===== config.mk =====
export PLATFORM = sky130hd
export DESIGN_NAME = serialTextBuf
export DESIGN_NICKNAME = d
export VERILOG_FILES = /design/src/rtl/serialTextPkg.sv /design/src/rtl/strRecv.sv /design/src/rtl/strCtrl.sv /design/src/rtl/strStore.sv /design/src/rtl/serialTextBuf.sv
export SDC_FILE = /design/constraint.sdc
export NUM_CORES = 1
export LEC_CHECK = 0
export ABC_AREA = 1
export BUFFER_PORTS_ARGS = -buffer_cell sky130_fd_sc_hd__buf_2
export CAP_MARGIN = 40
export CELL_PAD_IN_SITES_DETAIL_PLACEMENT = 1
export CELL_PAD_IN_SITES_GLOBAL_PLACEMENT = 2
export CORE_MARGIN = 2
export CORE_UTILIZATION = 41
export CTS_BUF_LIST = sky130_fd_sc_hd__clkbuf_8
export DETAILED_ROUTE_END_ITERATION = 6
export GPL_TIMING_DRIVEN = 0
export HOLD_SLACK_MARGIN = 0.03
export PLACE_DENSITY = 0.78
export SLEW_MARGIN = 0
export SYNTH_ARGS = -nofsm -noshare
export SYNTH_HDL_FRONTEND = slang
export SYNTH_SLANG_ARGS = --single-unit

===== constraint.sdc =====
create_clock -name clk -period 2.15 [get_ports clk]
set_input_delay 0.1075 -clock clk [delete_from_list [all_inputs] [get_ports clk]]
set_output_delay 0.1075 -clock clk [all_outputs]
set_load 0.01 [all_outputs]

===== src/rtl/serialTextPkg.sv =====
package serialTextPkg;

  typedef enum logic [2:0] {
    RX_IDLE,
    RX_START,
    RX_DATA,
    RX_STOP,
    RX_HOLD
  } rxState_t;

  typedef struct packed {
    logic wrEn;
    logic clrAll;
  } wrStrobe_t;

  localparam logic [7:0] CHAR_CR    = 8'h0D;
  localparam logic [7:0] CHAR_ESC   = 8'h1B;
  localparam logic [7:0] CHAR_SPACE = 8'h20;

endpackage


===== src/rtl/strRecv.sv =====
module strRecv
  import serialTextPkg::*;
#(
  parameter int CLK_HZ = 12_000_000,
  parameter int BAUD   = 9600
) (
  input  logic       clk,
  input  logic       rst,
  input  logic       rxLine,
  output logic       rxValid,
  output logic [7:0] rxByte,
  output logic       rxBusy,
  output logic       rxErr
);

  localparam int BIT_CLKS  = CLK_HZ / BAUD;
  localparam int HALF_CLKS = BIT_CLKS / 2;
  localparam int CNT_W     = $clog2(BIT_CLKS + 1);

  rxState_t   state;
  logic [1:0] syncLine;
  logic       lineS;
  logic [CNT_W-1:0] cnt;
  logic [2:0] bitIdx;
  logic [7:0] shiftReg;

  assign lineS  = syncLine[1];
  assign rxByte = shiftReg;
  assign rxBusy = (state != RX_IDLE);

  always_ff @(posedge clk) begin
    if (rst) begin
      state    <= RX_IDLE;
      syncLine <= 2'b11;
      cnt      <= '0;
      bitIdx   <= '0;
      shiftReg <= '0;
      rxValid  <= 1'b0;
      rxErr    <= 1'b0;
    end else begin
      syncLine <= {syncLine[0], rxLine};
      rxValid  <= 1'b0;
      rxErr    <= 1'b0;
      case (state)
        RX_IDLE: begin
          if (!lineS) begin
            state <= RX_START;
            cnt   <= '0;
          end
        end
        RX_START: begin
          if (cnt == CNT_W'(HALF_CLKS - 1)) begin
            cnt <= '0;
            if (!lineS) begin
              state  <= RX_DATA;
              bitIdx <= '0;
            end else begin
              state <= RX_IDLE;
            end
          end else begin
            cnt <= cnt + 1'b1;
          end
        end
        RX_DATA: begin
          if (cnt == CNT_W'(BIT_CLKS - 1)) begin
            cnt      <= '0;
            shiftReg <= {lineS, shiftReg[7:1]};
            if (bitIdx == 3'd7) state <= RX_STOP;
            else bitIdx <= bitIdx + 1'b1;
          end else begin
            cnt <= cnt + 1'b1;
          end
        end
        RX_STOP: begin
          if (cnt == CNT_W'(BIT_CLKS - 1)) begin
            cnt <= '0;
            if (lineS) begin
              rxValid <= 1'b1;
              state   <= RX_IDLE;
            end else begin
              rxErr <= 1'b1;
              state <= RX_HOLD;
            end
          end else begin
            cnt <= cnt + 1'b1;
          end
        end
        RX_HOLD: begin
          if (lineS) state <= RX_IDLE;
        end
        default: state <= RX_IDLE;
      endcase
    end
  end


  valid_pulse_chk: assert property (@(posedge clk) disable iff (rst)
    rxValid |=> !rxValid);


  valid_err_excl_chk: assert property (@(posedge clk) disable iff (rst)
    !(rxValid && rxErr));


  err_hold_chk: assert property (@(posedge clk) disable iff (rst)
    rxErr |-> rxBusy);


  valid_idle_chk: assert property (@(posedge clk) disable iff (rst)
    rxValid |-> !rxBusy);

endmodule


===== src/rtl/strCtrl.sv =====
module strCtrl
  import serialTextPkg::*;
#(
  parameter int DEPTH = 16,
  localparam int PTR_W = $clog2(DEPTH)
) (
  input  logic             clk,
  input  logic             rst,
  input  logic             rxValid,
  input  logic [7:0]       rxByte,
  output wrStrobe_t        stb,
  output logic [PTR_W-1:0] wrAddr,
  output logic [7:0]       wrData
);

  logic [PTR_W-1:0] wrPtr;
  logic isCr, isEsc;

  assign isCr   = (rxByte == CHAR_CR);
  assign isEsc  = (rxByte == CHAR_ESC);
  assign wrAddr = wrPtr;
  assign wrData = rxByte;

  always_comb begin
    stb.wrEn   = rxValid && !isCr && !isEsc;
    stb.clrAll = rxValid && isEsc;
  end

  always_ff @(posedge clk) begin
    if (rst) begin
      wrPtr <= '0;
    end else if (rxValid) begin
      if (isCr || isEsc) wrPtr <= '0;
      else if (wrPtr == PTR_W'(DEPTH - 1)) wrPtr <= '0;
      else wrPtr <= wrPtr + 1'b1;
    end
  end


  cr_rewind_chk: assert property (@(posedge clk) disable iff (rst)
    (rxValid && rxByte == CHAR_CR) |=> (wrPtr == '0));


  ptr_step_chk: assert property (@(posedge clk) disable iff (rst)
    (stb.wrEn && wrPtr != PTR_W'(DEPTH - 1)) |=> (wrPtr == $past(wrPtr) + 1'b1));


  ptr_wrap_chk: assert property (@(posedge clk) disable iff (rst)
    (stb.wrEn && wrPtr == PTR_W'(DEPTH - 1)) |=> (wrPtr == '0));

endmodule


===== src/rtl/strStore.sv =====
module strStore
  import serialTextPkg::*;
#(
  parameter int DEPTH = 16,
  parameter logic [8*DEPTH-1:0] INIT_MSG = "HELLO, SERIAL!  ",
  localparam int PTR_W = $clog2(DEPTH)
) (
  input  logic             clk,
  input  logic             rst,
  input  wrStrobe_t        stb,
  input  logic [PTR_W-1:0] wrAddr,
  input  logic [7:0]       wrData,
  input  logic [PTR_W-1:0] rdIdx,
  output logic [7:0]       rdChar
);

  logic [7:0] mem [DEPTH];

  initial begin
    for (int i = 0; i < DEPTH; i++) mem[i] = INIT_MSG[8*(DEPTH-1-i) +: 8];
  end

  always_ff @(posedge clk) begin
    if (stb.clrAll) begin
      for (int i = 0; i < DEPTH; i++) mem[i] <= CHAR_SPACE;
    end else if (stb.wrEn) begin
      mem[wrAddr] <= wrData;
    end
  end

  assign rdChar = mem[rdIdx];


  blank_all_chk: assert property (@(posedge clk) disable iff (rst)
    stb.clrAll |=> (mem[0] == CHAR_SPACE && mem[DEPTH-1] == CHAR_SPACE));


  write_land_chk: assert property (@(posedge clk) disable iff (rst)
    (stb.wrEn && !stb.clrAll) |=> (mem[$past(wrAddr)] == $past(wrData)));

endmodule


===== src/rtl/serialTextBuf.sv =====
module serialTextBuf
  import serialTextPkg::*;
#(
  parameter int CLK_HZ = 12_000_000,
  parameter int BAUD   = 9600,
  parameter int DEPTH  = 16,
  parameter logic [8*DEPTH-1:0] INIT_MSG = "HELLO, SERIAL!  ",
  localparam int PTR_W = $clog2(DEPTH)
) (
  input  logic             clk,
  input  logic             rst,
  input  logic             rxLine,
  input  logic [PTR_W-1:0] rdIdx,
  output logic [7:0]       rdChar,
  output logic             rxValid,
  output logic [7:0]       rxByte,
  output logic             rxBusy,
  output logic             rxErr
);

  wrStrobe_t        stb;
  logic [PTR_W-1:0] wrAddr;
  logic [7:0]       wrData;

  strRecv #(.CLK_HZ(CLK_HZ), .BAUD(BAUD)) i_recv (
    .clk(clk), .rst(rst), .rxLine(rxLine),
    .rxValid(rxValid), .rxByte(rxByte), .rxBusy(rxBusy), .rxErr(rxErr)
  );

  strCtrl #(.DEPTH(DEPTH)) i_ctrl (
    .clk(clk), .rst(rst), .rxValid(rxValid), .rxByte(rxByte),
    .stb(stb), .wrAddr(wrAddr), .wrData(wrData)
  );

  strStore #(.DEPTH(DEPTH), .INIT_MSG(INIT_MSG)) i_store (
    .clk(clk), .rst(rst), .stb(stb), .wrAddr(wrAddr), .wrData(wrData),
    .rdIdx(rdIdx), .rdChar(rdChar)
  );

endmodule


==> out/results.tsv, run 1 <==
stage	metric	value	unit
setup_path	Worst EP required	2310	ps
final_layout	leading cell type in the layout, fill and taps excluded	nor2_1	
power_and_ir_drop	Comb power frac	0.158	
die	initial core utilization	0.416	
timing	endpoints failing setup	0	
timing	RSZ-0062 raised after global routing	false	
routing	DR vias	6037	
power_and_ir_drop	pwr/cell area	787	nW/µm²
timing	Hold Fails Final Rpt	0	
power_and_ir_drop	sw frac	0.292	
clock_tree	clock tree from TritonCTS	done	
placed_design	Detailed Place HPWL	16800	µm
die	Core Area	18600	µm²
timing	fin crit share	0.943	
timing	Clock Skew	13.5	ps
routing	routed wire length	22900	µm
clock_tree	Sink Count	161	
final_layout	ANT cells	0	
clock_tree	CTS Root Cell	clkbuf_8	
timing	Worst Max-Slew Pin Slew	845	ps
final_layout	number of fill cells	2146	
die	die height	141	µm
global_routing	vias in the first global route	6313	
setup_path	Buf/Inv on CP	2	
outcome	status	finished, final reports clean	
routing	Starting DRT DRC Count	435	
setup_path	CP max-delay cell	dfxtp_1	
power_and_ir_drop	sw power	1.99	mW
hold_path	hold path depth	1	
setup_path	Crit Path Max Fanout	10	
synthesis	sequential area share after synthesis	0.583	
final_layout	Final nets	882	
hold_path	min-delay src	i_recv.syncLine[0]$_SDFF_PP1_	
clock_tree	Bufs on Longest Clock Path	2	
setup_path	R2R setup slack	120	ps
global_routing	global-route wire length before repair	35800	µm
clock_tree	setup bufs post-CTS	0	
clock_tree	CTS Buf Count	17	
routing	WL/cell	20.6	µm
global_routing	Remaining Overflow, GRT	0	
setup_path	CP delay by family, top	simple AND/OR/NAND/NOR gates	
setup_path	R2R cell count	6	
die	die area	20000	µm²
synthesis	Avg Cell Area, Syn	9.40	µm²
synthesis	Mapped Cells	822	
synthesis	Post-synth top flop	edfxtp_1	
hold_path	HP Class	flop to flop	
final_layout	most frequent cells in the layout	nor2_1, edfxtp_1, o21ai_0	
final_layout	Final Instance Area	8650	µm²
final_layout	area taken by multi-input logic gates	2920	µm²
global_routing	initial antenna violation count	0	
die	Die Wd	141	µm
synthesis	EDFF count, synth	128	
global_routing	All-Layer GR Usage	0.242	
routing	DRC	0	
clock_tree	CTS clk-pin slew, worst paths	90	ps
final_layout	area occupied by registers	4500	µm²
power_and_ir_drop	sequential fraction of design power	0.504	
timing	max frequency	493	MHz
routing	post-detailed-route count of antenna-violating nets	0	
global_routing	largest net degree at the start of global routing	17	
final_layout	share of layout cells above drive strength 1	0.148	
setup_path	crit path cell chain	inv_2 > nand4_2 > nor3_4 > nand3_4 > clkbuf_8 > nand2_2	
placed_design	DP Area	8130	µm²
setup_path	Worst setup EP type	flop	
setup_path	Crit. Startpoint	i_recv.rxByte[5]$_SDFFE_PP0P_	
die	io pins	26	
run	Max Cap Viol	0	
die	number of core rows	50	
setup_path	Reg2Reg Launch Point	i_recv.rxByte[5]$_SDFFE_PP0P_	
synthesis	YS warnings	0	
setup_path	Worst EP arrival	2190	ps
routing	Vias/cell	5.42	
clock_tree	H-tree levels	4	
power_and_ir_drop	Worst VDD drop	0.471	mV
synthesis	Synth Register Bits	161	
synthesis	Syn Nets	838	
power_and_ir_drop	Pint	4.82	mW
setup_path	CP Class	flop to flop	
final_layout	synth-to-layout area growth	12.0	%
setup_path	reg2reg end	i_store.mem[2][4]$_SDFFCE_PN0P_	
setup_path	Worst setup SP type	flop	
clock_tree	worst-skew pair later-pin latency	470	ps
timing	Slew Limit Headroom	0.437	
synthesis	post-synthesis cell area	7720	µm²
timing	Slew Limit Fails	0	
power_and_ir_drop	total power	6.81	mW
power_and_ir_drop	Clock Power Share	0.338	
power_and_ir_drop	leakage power	2.96	nW
placed_design	gpl congestion	0.874	
setup_path	CP Depth	6	
timing	Tmin final	2030	ps
setup_path	slowest cell delay on critical path	340	ps
synthesis	share of flip-flops with an asynchronous set or reset	0	
synthesis	Yosys cell types	36	
routing	1st-pass router iterations	5	
placed_design	port bufs	22	
hold_path	Hold EP	i_recv.syncLine[1]$_SDFF_PP1_	
stage by stage:
step / setup TNS, ps / hold slack, ps / cells / utilization / setup WS [ps]
final: 0 / 422 / 1113 / 0.465 / 123
after global routing: 0 / 441 / 1113 / 0.465 / 6.24
after CTS: 0 / 426 / 1113 / 0.464 / 14.4
after detailed placement: -51110 / 294 / 1078 / 0.437 / -581
after global placement: -45360 / 297 / 1078 / 0.437 / -536
after floorplan: 0 / 177 / 822 / - / 391
worst register-to-register path: stages (launching register included):
cell and delay (ps):
dfxtp_1 340, inv_2 180, nand4_2 190, nor3_4 230, nand3_4 260, clkbuf_8 290, nand2_2 230
how the worst max path moves through the flow:
stage | to | slack (ps)
CTS | i_store.mem[0][1]$_SDFFCE_PN0P_ | 10
global placement | i_store.mem[10][6]$_SDFFCE_PN0P_ | -540
floorplan | i_store.mem[10][0]$_SDFFCE_PN0P_ | 390
finish | i_store.mem[2][4]$_SDFFCE_PN0P_ | 120
global route | i_store.mem[2][3]$_SDFFCE_PN0P_ | 6
detailed placement | i_store.mem[3][1]$_SDFFCE_PN0P_ | -580
synth_stat cells, types with 2 or more instances:
cell type | n | area (µm²)
nor2_2 | 4 | 25.0
nand2_2 | 5 | 31.3
inv_2 | 6 | 22.5
nor2_1 | 244 | 916
nand2_4 | 16 | 180
buf_2 | 10 | 50.1
o21ai_1 | 9 | 45.0
nand3_1 | 47 | 235
o21ai_0 | 80 | 400
edfxtp_1 | 128 | 3840
inv_1 | 45 | 169
nand2_1 | 81 | 304
nor2_8 | 5 | 100
o211ai_1 | 32 | 240
dfxtp_1 | 33 | 661
nor3_2 | 2 | 20.0
a21oi_1 | 17 | 85.1
ha_1 | 9 | 113
nor3_1 | 4 | 20.0
buf_1 | 3 | 11.3
clkbuf_1 | 23 | 86.3
clkinv_1 | 3 | 11.3
or2_2 | 3 | 18.8
layer usage:
metal,wire [µm],GRT usage,vias to the layer above
met2,11600,0.416,139
met5,0,0,-
met1,9750,0.305,2992
li1,-,-,2866
met3,850,0.0378,40
met4,639,0.0995,0
kinds of logic (layout without fill, tap and decap cells):
group                      count (synthesis)  after routing  synth area share
AOI/OAI and AO/OA                        142            142             0.104
DFF                                      161            161             0.583
and+or+nand+nor                          417            417             0.249
buffers and inverters                     92            149            0.0478
xor gates and xnor gates                   1              1           0.00113
adders and majority gates                  9              9            0.0146
layout make-up:
class | count | share of cell area
clock buffer | 17 | 0.0271
timing repair buffer | 25 | 0.0162
multi-input combinational | 569 | 0.338
tap | 234 | 0.0339
clock inverter | 15 | 0.0194
buffer | 38 | 0.0204
inverter | 54 | 0.0242
sequential | 161 | 0.521
flip-flops by register name, summed over array words and instances, names as in the netlist, 2 cells and up:
register,cells
i_ctrl.wrAddr,4
i_recv.bitIdx,3
i_recv.cnt,11
i_recv.rxByte,8
i_recv.state,3
i_recv.syncLine,2
i_store.mem,128
power groups by stage:
stage / logic [mW] / clock network, mW / registers (mW)
detailed placement: 1.07 / 0 / 3.50
floorplan: 0.735 / 0 / 3.49
CTS: 1.08 / 2.34 / 3.43
global route: 1.22 / 2.45 / 3.44
global placement: 1.01 / 0 / 3.50
finish: 1.07 / 2.30 / 3.43
repair_timing:
action,4_1_cts,5_1_grt
gates resized for setup,20,8
endpoints found under the setup margin,128,131
hold endpoints to repair,7,0
hold buffers,3,0
No activity file was read; power rests on OpenSTA's default activity.
==> inputs of run 2 (changes only) <==
--- a/config.mk
+++ b/config.mk
@@ -16,7 +16,7 @@
 export DETAILED_ROUTE_END_ITERATION = 6
 export GPL_TIMING_DRIVEN = 0
 export HOLD_SLACK_MARGIN = 0.03
-export PLACE_DENSITY = 0.78
+export PLACE_DENSITY = 0.86
 export SLEW_MARGIN = 0
 export SYNTH_ARGS = -nofsm -noshare
 export SYNTH_HDL_FRONTEND = slang
==> run 2 against run 1 <==
Effect of this change: fmax shrank 4.8%; worst setup slack lost 100 ps; sequential share of layout area grew 0.12 points; power shrank 0.61%; clock power is essentially flat; routed wire length shrank 2.7%; sequential power is essentially flat; clock-buffer cell count is the same; combinational power shrank 5%.
==> out/results.tsv, run 2 (same netlist as run 1, synthesis figures left out) <==
stage	metric	value	unit
outcome	status	finished, final reports clean	
clock_tree	Bufs on Longest Clock Path	2	
hold_path	HP Class	flop to flop	
final_layout	Final Instance Area	8630	µm²
routing	Starting DRT DRC Count	472	
placed_design	DP Area	8130	µm²
setup_path	Worst setup SP type	flop	
hold_path	hold path depth	1	
clock_tree	CTS clk-pin slew, worst paths	80	ps
setup_path	Worst setup EP type	flop	
global_routing	Remaining Overflow, GRT	0	
setup_path	Crit Path Max Fanout	10	
die	Die Wd	141	µm
timing	fin crit share	0.990	
power_and_ir_drop	leakage power	2.94	nW
setup_path	Worst EP required	2320	ps
global_routing	global-route wire length before repair	34800	µm
final_layout	synth-to-layout area growth	11.7	%
final_layout	max reg flops	128	
timing	Slew Limit Fails	0	
power_and_ir_drop	Clock Power Share	0.342	
die	initial core utilization	0.416	
final_layout	Final Util	0.464	
clock_tree	Sink Count	161	
routing	routed wire length	22300	µm
routing	Vias/cell	5.40	
run	Max Cap Viol	0	
timing	Slew Limit Headroom	0.395	
clock_tree	CTS Root Cell	clkbuf_8	
setup_path	Buf/Inv on CP	2	
power_and_ir_drop	total power	6.77	mW
clock_tree	worst-skew pair later-pin latency	480	ps
global_routing	largest net degree at the start of global routing	17	
global_routing	All-Layer GR Usage	0.233	
timing	worst hold slack	419	ps
timing	max frequency	470	MHz
setup_path	CP max-delay cell	dfxtp_1	
routing	DRC	0	
setup_path	CP delay by family, top	simple AND/OR/NAND/NOR gates	
placed_design	Detailed Place HPWL	16300	µm
timing	Worst Max-Slew Pin Slew	907	ps
die	Core Area	18600	µm²
setup_path	CP Depth	6	
timing	endpoints failing setup	0	
die	io pins	26	
power_and_ir_drop	Worst VDD drop	0.416	mV
die	die area	20000	µm²
clock_tree	clock tree from TritonCTS	done	
die	number of core rows	50	
clock_tree	H-tree levels	4	
routing	WL/cell	20.0	µm
setup_path	slowest cell delay on critical path	350	ps
routing	1st-pass router iterations	4	
final_layout	share of layout cells above drive strength 1	0.144	
placed_design	port bufs	22	
timing	Clock Skew	12.4	ps
power_and_ir_drop	sw frac	0.288	
placed_design	gpl congestion	0.881	
final_layout	Biggest register	i_store.mem	
routing	DR vias	6006	
power_and_ir_drop	Pint	4.81	mW
power_and_ir_drop	pwr/cell area	784	nW/µm²
setup_path	R2R cell count	6	
power_and_ir_drop	Comb power frac	0.151	
final_layout	leading cell type in the layout, fill and taps excluded	nor2_1	
clock_tree	CTS Buf Count	17	
die	die height	141	µm
routing	post-detailed-route count of antenna-violating nets	0	
setup_path	crit path cell chain	inv_2 > nand4_2 > nor3_2 > nand3_4 > clkbuf_4 > nand2_2	
final_layout	ANT cells	0	
setup_path	Worst EP arrival	2300	ps
power_and_ir_drop	sequential fraction of design power	0.507	
global_routing	vias in the first global route	6189	
timing	Hold Fails Final Rpt	0	
clock_tree	setup bufs post-CTS	0	
setup_path	CP Class	flop to flop	
power_and_ir_drop	sw power	1.95	mW
timing	Tmin final	2130	ps
global_routing	initial antenna violation count	0	
final_layout	Final nets	882	
final_layout	most frequent cells in the layout	nor2_1, edfxtp_1, o21ai_0	
timing	RSZ-0062 raised after global routing	true	
timing	total negative slack	0	ps
-- run 2: per-stage QoR --
step | instances | setup WS [ps]
6_report | 1113 | 21.5
4_1_cts | 1113 | -2.69
3_3_place_gp | 1078 | -437
2_1_floorplan | 822 | 391
3_5_place_dp | 1078 | -495
5_1_grt | 1113 | -95.8
-- run 2: final cells by class --
type                            count  area [µm²]
Tap cell                          234         293
Multi-Input combinational cell    569        2920
Fill cell                        2136        9950
Sequential cell                   161        4500
Clock buffer                       17         234
Clock inverter                     15         165
Timing Repair Buffer               25         140
Inverter                           54         204
Buffer                             38         170
-- run 2: final timing paths --
| kind | slack (ps) | from | end |
|---|---|---|---|
| worst max-delay path | 20 | i_recv.rxByte[6]$_SDFFE_PP0P_ | i_store.mem[13][3]$_SDFFCE_PN0P_ |
| worst min-delay path | 420 | i_recv.syncLine[0]$_SDFF_PP1_ | i_recv.syncLine[1]$_SDFF_PP1_ |
| worst max register to register | 20 | i_recv.rxByte[6]$_SDFFE_PP0P_ | i_store.mem[13][3]$_SDFFCE_PN0P_ |
| worst min register to register | 420 | i_recv.syncLine[0]$_SDFF_PP1_ | i_recv.syncLine[1]$_SDFF_PP1_ |
-- run 2: repair_timing --
item	4_1_cts	5_1_grt
hold endpoints to repair	7	0
gates resized for setup	14	9
endpoints found under the setup margin	128	128
hold buffers	3	0
pin swaps	0	0
-- run 2: power by group through the flow --
stage          clock, mW  combinational [mW]  sequential (mW)
6_report            2.32                1.02             3.43
2_1_floorplan          0               0.735             3.49
3_3_place_gp           0                1.00             3.50
5_1_grt             2.46                1.16             3.44
3_5_place_dp           0                1.03             3.50
4_1_cts             2.34                1.04             3.43
-- run 2: per-layer routing --
metal	share of wire	vias to the layer above	GRT usage
met5	0	-	0
met4	0.018	0	0.0716
met3	0.047	31	0.0435
met2	0.51	154	0.410
met1	0.43	2961	0.292
li1	-	2860	-
